--- config.mk ---
export PLATFORM = sky130hd
export DESIGN_NAME = rsqrt_prep
export DESIGN_NICKNAME = d
export VERILOG_FILES = /design/src/rtl/rsqrt_prep_pkg.sv /design/src/rtl/rsqrt_prep_classify.sv /design/src/rtl/rsqrt_prep_scale.sv /design/src/rtl/rsqrt_prep.sv
export SDC_FILE = /design/constraint.sdc
export NUM_CORES = 1
export LEC_CHECK = 0
export ABC_AREA = 1
export BUFFER_PORTS_ARGS = -buffer_cell sky130_fd_sc_hd__buf_2
export CAP_MARGIN = 15
export CORE_MARGIN = 4
export CORE_UTILIZATION = 56
export DETAILED_ROUTE_END_ITERATION = 12
export PLACE_DENSITY = 0.91
export SYNTH_ARGS = -nofsm -noshare
export SYNTH_HDL_FRONTEND = slang
export SYNTH_SLANG_ARGS = --single-unit
--- constraint.sdc ---
create_clock -name clk -period 1.1 [get_ports clk]
set_input_delay 0.165 -clock clk [delete_from_list [all_inputs] [get_ports clk]]
set_output_delay 0.165 -clock clk [all_outputs]
set_load 0.01 [all_outputs]
--- src/rtl/rsqrt_prep_pkg.sv ---
package rsqrt_prep_pkg;
  localparam int EXP_W    = 8;
  localparam int MAN_W    = 23;
  localparam int WORD_W   = 1 + EXP_W + MAN_W;
  localparam int SIGN_POS = WORD_W - 1;
  localparam int BIAS     = (1 << (EXP_W - 1)) - 1;

  typedef logic [WORD_W-1:0] word_t;
  typedef logic [EXP_W-1:0]  exp_t;
  typedef logic [MAN_W-1:0]  man_t;

  localparam word_t NAN_WORD = '1;
  localparam word_t ONE_WORD = {1'b0, exp_t'(BIAS), man_t'(0)};

  function automatic exp_t f_exp(word_t w);
    return w[SIGN_POS-1 -: EXP_W];
  endfunction

  function automatic man_t f_man(word_t w);
    return w[MAN_W-1:0];
  endfunction

  // exact multiplication by 2^shift of a finite, nonzero, small-exponent word
  function automatic word_t f_scale(word_t w, int shift);
    logic [MAN_W:0] m;
    int             ne;
    if (f_exp(w) != '0) begin
      ne = int'(f_exp(w)) + shift;
      m  = {1'b1, f_man(w)};
    end else begin
      ne = 1 + shift;
      m  = {1'b0, f_man(w)};
      for (int i = 0; i < MAN_W; i++) begin
        if (!m[MAN_W]) begin
          m  = m << 1;
          ne = ne - 1;
        end
      end
    end
    return {w[SIGN_POS], exp_t'(ne), m[MAN_W-1:0]};
  endfunction
endpackage

--- src/rtl/rsqrt_prep_classify.sv ---
module rsqrt_prep_classify
  import rsqrt_prep_pkg::*;
(
  input  word_t op_i,
  output logic  hit_inf_o,
  output logic  hit_neg_o,
  output logic  hit_zero_o,
  output logic  hit_norm_o,
  output logic  quiet_o
);
  logic exp_full;
  logic man_zero;
  logic mag_zero;

  assign exp_full = &f_exp(op_i);
  assign man_zero = (f_man(op_i) == '0);
  assign mag_zero = (f_exp(op_i) == '0) && man_zero;

  // fixed priority: infinity, negative, zero, then everything else
  assign hit_inf_o  = exp_full && man_zero;
  assign hit_neg_o  = !hit_inf_o && op_i[SIGN_POS] && !mag_zero;
  assign hit_zero_o = !hit_inf_o && mag_zero;
  assign hit_norm_o = !(hit_inf_o || hit_neg_o || hit_zero_o);
  assign quiet_o    = op_i[MAN_W-1];
endmodule

--- src/rtl/rsqrt_prep_scale.sv ---
module rsqrt_prep_scale
  import rsqrt_prep_pkg::*;
#(
  parameter int SHIFT     = 64,
  parameter int SMALL_MAX = 24
) (
  input  word_t op_i,
  output word_t op_o,
  output logic  small_o
);
  assign small_o = int'(f_exp(op_i)) <= SMALL_MAX;

  generate
    if (SHIFT == 0) begin : g_pass
      assign op_o = op_i;
    end else begin : g_mul
      assign op_o = small_o ? f_scale(op_i, SHIFT) : op_i;
    end
  endgenerate
endmodule

--- src/rtl/rsqrt_prep.sv ---
module rsqrt_prep
  import rsqrt_prep_pkg::*;
#(
  parameter int               SMALL_EXP_MAX = 24,
  parameter int               SCALE_POW     = 64,
  parameter int               ADJ_W         = 8,
  parameter logic [ADJ_W-1:0] ADJ_SCALED    = 8'hE0
) (
  input  logic              clk,
  input  logic              rst_n,
  input  logic              in_valid,
  input  logic [31:0]       in_op,
  output logic              out_valid,
  output logic [31:0]       out_op,
  output logic [31:0]       out_res,
  output logic [ADJ_W-1:0]  out_adj,
  output logic              out_refine,
  output logic              out_invalid
);
  logic  hit_inf, hit_neg, hit_zero, hit_norm, quiet;
  logic  scale_hit;
  word_t scaled_op;

  rsqrt_prep_classify u_cls (
    .op_i       (in_op),
    .hit_inf_o  (hit_inf),
    .hit_neg_o  (hit_neg),
    .hit_zero_o (hit_zero),
    .hit_norm_o (hit_norm),
    .quiet_o    (quiet)
  );

  rsqrt_prep_scale #(
    .SHIFT     (SCALE_POW),
    .SMALL_MAX (SMALL_EXP_MAX)
  ) u_scl (
    .op_i    (in_op),
    .op_o    (scaled_op),
    .small_o (scale_hit)
  );

  word_t             nxt_op, nxt_res;
  logic [ADJ_W-1:0]  nxt_adj;
  logic              nxt_ref, nxt_inv;

  always_comb begin
    nxt_op  = in_op;
    nxt_res = '0;
    nxt_adj = '0;
    nxt_ref = 1'b0;
    nxt_inv = 1'b0;
    if (hit_inf) begin
      nxt_op  = NAN_WORD;
      nxt_res = NAN_WORD;
      nxt_inv = !quiet;
    end else if (hit_neg) begin
      nxt_op  = NAN_WORD;
      nxt_res = NAN_WORD;
      nxt_inv = 1'b1;
    end else if (hit_zero) begin
      nxt_res = ONE_WORD;
    end else if (hit_norm) begin
      nxt_ref = 1'b1;
      if (scale_hit) begin
        nxt_op  = scaled_op;
        nxt_adj = ADJ_SCALED;
      end
    end
  end

  always_ff @(posedge clk or negedge rst_n) begin
    if (!rst_n) begin
      out_valid   <= 1'b0;
      out_invalid <= 1'b0;
      out_op      <= '0;
      out_res     <= '0;
      out_adj     <= '0;
      out_refine  <= 1'b0;
    end else begin
      out_valid   <= in_valid;
      out_invalid <= in_valid && nxt_inv;
      if (in_valid) begin
        out_op     <= nxt_op;
        out_res    <= nxt_res;
        out_adj    <= nxt_adj;
        out_refine <= nxt_ref;
      end
    end
  end
endmodule

==> flow_metrics.tcl, run 1 <==
set metrics [dict create \
    grt_pass1_wl_um 89440 \
    cts-buffers-inserted 5 \
    toolErrorMsg "[ERROR GRT-0116] Global routing finished with congestion. Check the congestion regions in the DRC Viewer." \
    synth_enable_flop_cells 0 \
    floorplan.die.width_um 118.2 \
    place_hpwl_um 22880 \
    cts_max_path_buffers 2 \
    rows 40 \
    syn_area_um2 6807 \
    cts_max_level 2 \
    die-height_um 118.2 \
    routability_driven_placement_congestion_ratio 0.9509 \
    synth.yosys.warnings 0 \
    globalRouteOverflowTotal 134 \
    syn-instance-count 1198 \
    first_global_vias 14320 \
    clock_root_buffer "clkbuf_16" \
    asyncSetResetFlopFracSynth_pct 100.0 \
    outcome "stopped before the end" \
    yosys_register_bits 38 \
    syn_area_per_cell_um2 5.682 \
    clkSinkCount 38 \
    start_util_pct 56.90 \
    instance_area_after_placement_um2 9502 \
    synth.yosys.seq_area_share_pct 13.97 \
    failing_step "global routing (5_1_grt)" \
    top_ff_cell_synth "dfrtp_1" \
    grt_usage_pct 82.85 \
    synth_cell_types 51 \
    boundaryPins 110 \
    io_buffer_count 104 \
    largest_net_degree_at_the_start_of_global_routing 39 \
]
==> through the flow <==
| step | setup WS [ps] | std cells | util (%) | hold slack (ps) |
|---|---|---|---|---|
| after floorplan | -5837 | 1202 | - | -130.6 |
| after global placement | -5757 | 1666 | 79.44 | 140.3 |
| after detailed placement | -6355 | 1666 | 79.44 | 150.0 |
| after CTS | -5718 | 1707 | 87.15 | 186.8 |
==> metal layers <==
metal / GRT overflow / track usage (%)
met1: 4 / 80.84
met4: 61 / 86.23
met2: 65 / 94.89
met5: 2 / 59.19
met3: 2 / 70.86
==> cells in the mapped netlist, types with 7 or more instances <==
| master | number | area share [%] |
|---|---|---|
| nand2_1 | 428 | 24 |
| nand3_1 | 119 | 8.7 |
| inv_1 | 106 | 5.8 |
| nor2_1 | 95 | 5.2 |
| a21oi_1 | 46 | 3.4 |
| buf_4 | 44 | 4.9 |
| nand4_1 | 40 | 3.7 |
| dfrtp_1 | 38 | 14 |
| o21ai_0 | 38 | 2.8 |
| inv_2 | 29 | 1.6 |
| ha_1 | 20 | 3.7 |
| nand3_2 | 18 | 2.6 |
| nand2_2 | 17 | 1.6 |
| clkbuf_1 | 14 | 0.77 |
| buf_2 | 13 | 0.96 |
| nor2_2 | 12 | 1.1 |
| a22oi_1 | 9 | 0.99 |
| a31oi_1 | 8 | 0.74 |
| o21ai_1 | 8 | 0.59 |
| o211ai_1 | 7 | 0.77 |
| o22ai_1 | 7 | 0.64 |
==> logic make-up after synthesis <==
logic type / share of synthesized area (%)
DFF: 13.97
AOI/OAI and AO/OA: 13.66
buffers and inverters: 15.40
and+or+nand+nor: 52.57
xor gates and xnor gates: 0.5148
adders and majority gates: 3.676
muxes: 0.1471
other: 0.05509
==> repair_timing <==
item,4_1_cts
gates cloned,2
endpoints found under the hold margin,38
setup buffers,33
setup endpoints to repair,62
pin swaps,69
hold buffers,1
resized for setup,115
==> inputs of run 2 (changes only) <==
Settings changed: CORE_UTILIZATION 56 to 40, PLACE_DENSITY 0.91 to default, PLACE_DENSITY_LB_ADDON from default to 0.15.
==> run 2 against run 1 <==
Effect of this change:
- area after synthesis unchanged
- synthesized cell count unchanged
- the flow now finishes, with violations (setup timing)
==> flow_metrics.tcl, run 2 <==
set metrics [dict create \
    yosys_register_bits 38 \
    unrepaired_setup_endpoints_after_global_routing "true" \
    syn_area_per_cell_um2 5.682 \
    cell_int_power_mw 4.191 \
    critical_path_end_type "register" \
    final.period_utilization_pct 607.2 \
    drv_cap 0 \
    pwr-share-clk_pct 21.2 \
    max_freq_mhz 149.7 \
    synth.yosys.warnings 0 \
    multi_input_area_um2 5772 \
    cts_max_level 2 \
    final_design_area_no_fill_um2 11220 \
    period_needed_ps 6679 \
    ff_latch_area_um2 955.9 \
    mostFrequentLayoutCells "nand2_1 (366), buf_4 (330), buf_2 (103), nand3_1 (98), inv_1 (91)" \
    largest_registers "out_op: 32 flops, out_res: 2 flops" \
    nFillCells 1495 \
    asyncSetResetFlopFracSynth_pct 100.0 \
    cell_count_final_fillers_out 1822 \
    peakVddDrop_mv 0.6835 \
    post-route-util_pct 67.42 \
    worstPathRequired_ps 1310 \
    boundaryPins 110 \
    core-area_um2 16640 \
    die-height_um 138.4 \
    top_register "out_op" \
    antenna_found_initial 0 \
    routedWlPerCell_um 13.30 \
    instance_area_after_placement_um2 9873 \
    setup_viol 62 \
    grt_usage_pct 23.99 \
    syn-instance-count 1198 \
    synth_top_cells_by_area "nand2_1 (24%), dfrtp_1 (14%), nand3_1 (8.8%)" \
    slowest_delay_ps 280 \
    criticalPathCategory "in2reg" \
    worst-r2r-cell-count 2 \
    yosys-top-cells-count "nand2_1 (428), nand3_1 (119), inv_1 (106)" \
    top_ff_cell_synth "dfrtp_1" \
    1st_pass_router_iterations 5 \
    fin_tns_setup_ps -110550 \
    failed_checks "setup timing" \
    synth_cell_types 51 \
    total_power_mw 6.808 \
    start_util_pct 40.90 \
    pre_cts_slack_ps -6151 \
    use_met2_pct 40.01 \
    hold-path-endpoint "out_op[31]" \
    clock_latency_on_the_worst_skew_pair_ps 280 \
    place_hpwl_um 18810 \
    cts.reportedPaths.clkPinSlew_ps 60 \
    mostFrequentLayoutCell "nand2_1" \
    cts-buffers-inserted 5 \
    io_buffer_count 104 \
    final_report_max_slew_violation_count 0 \
    rows 47 \
    power.net_switching_mw 2.617 \
    power.share.switching_pct 38.44 \
    globalRoute.busiestLayer "met2" \
    syn_area_um2 6807 \
    synth.most_common_cell "nand2_1" \
    cpMaxStageDelayCell "ha_4" \
    crit-reg2reg-capture "out_res[30]" \
    synth_enable_flop_cells 0 \
    grt_util_met1_pct 33.26 \
    min_path_cells 3 \
    cp-start-kind "input port" \
    cp.arrival_ps 6890 \
    clock_root_buffer "clkbuf_16" \
    yosys.area.top_type_share_pct 23.60 \
    wl_um 24230 \
    p_leak_nw 5.688 \
    route.antenna.remaining_nets 0 \
    globalRouteOverflowTotal 0 \
    placed_cells_incl_taps 1773 \
    worst_hold_path_type "in2reg" \
    routability_driven_placement_congestion_ratio 0.8969 \
    clk_skew_ps 0 \
    detail_route.vias_per_cell 5.026 \
    global_route.usage.met3_pct 2.175 \
    antenna_cell_count 0 \
    first_global_vias 8411 \
    synth.yosys.seq_area_share_pct 13.97 \
    seqPwrFrac_pct 23.6 \
    post_route_cells_drive_above_1_share_pct 46.07 \
    largest_register_ffs 32 \
    critPathBufInv 10 \
    hold_viol 0 \
    via_count 9157 \
    floorplan.die.width_um 138.4 \
    timing.critical_path.mode_cell "nand2_1" \
    synthToLayoutAreaGrowth_pct 64.85 \
    drc 0 \
    largest_net_degree_at_the_start_of_global_routing 39 \
    outcome "complete, but fails checks" \
    final_net_count 1656 \
    cts_max_path_buffers 2 \
    crit_path_max_fanout 7 \
    grt_pass1_wl_um 39960 \
    cellPowerDensity_nw_per_um2 606.7 \
    tritoncts "yes" \
    hold-worst-slack_ps 157.6 \
    critical-path-top-delay-family "simple AND/OR/NAND/NOR gates" \
    synth_area_leader_cell "nand2_1" \
    worstReg2RegStart "out_res[30]" \
    postLayoutSetupSlackWorst_ps -5579 \
    floorplan.die_area_um2 19170 \
    combinationalPowerShare_pct 55.2 \
    hold_path.startpoint "in_op[31]" \
    reg2reg_slack_ps 260 \
    clkSinkCount 38 \
    dr.first_iter.drc_count 529 \
]
-- run 2: cell counts after synthesis --
Identical to the previous run, type by type.
-- run 2: area by class of cell --
class,count,share of cell area (%)
Multi-Input combinational cell,948,51.44
Clock inverter,1,0.04460
Sequential cell,38,8.519
Timing Repair Buffer,468,31.34
Clock buffer,7,1.271
Inverter,140,4.929
Tap cell,220,2.453
-- run 2: per-layer routing --
metal	wire length [µm]	up-vias
li1	-	4725
met1	11210	4166
met4	552	0
met2	11380	230
met5	0	-
met3	1094	36
-- run 2: worst max-delay path by stage --
stage                         start         end  slack, ps  cells past startpoint
after floorplan           in_op[21]  out_op[29]      -5840                     59
after global placement    in_op[20]  out_op[29]      -5890                     57
after detailed placement  in_op[20]  out_op[27]      -6150                     52
after CTS                 in_op[22]  out_op[29]      -5660                     56
after global routing      in_op[21]  out_op[29]      -6080                     57
final                     in_op[20]  out_op[29]      -5580                     58
-- run 2: power groups by stage --
stage                     sequential, mW  combinational (mW)  clock (mW)
after floorplan                     1.67                1.82           0
after global placement              1.63                3.33           0
after detailed placement            1.63                3.36           0
after CTS                           1.61                3.54        1.46
after global routing                1.63                4.15        1.51
final                               1.61                3.76        1.44
-- run 2: logic make-up after synthesis --
logic type	count (synthesis)	synth area share (%)
AO/OA/AOI/OAI	153	13.66
flip-flops	38	13.97
XOR/XNOR	4	0.5148
adder cells (fa/ha/maj)	20	3.676
multiplexers	1	0.1471
other	1	0.05509
AND/OR/NAND/NOR	763	52.57
buffers and inverters	218	15.40
-- run 2: timing repair --
item / 4_1_cts / 5_1_grt
setup buffers: 24 / 13
pin swaps: 51 / 74
cloned: 3 / 1
gates resized for setup: 93 / 125
endpoints found under the setup margin: 62 / 63
hold endpoints to repair: 38 / 0
hold buffers: 1 / 0
-- run 2: tightest hold or removal path, cell delays in order --
cell and delay (ps):
buf_2 100, o21ai_0 90, nand2_1 50
(Power assumes the default switching activity.)
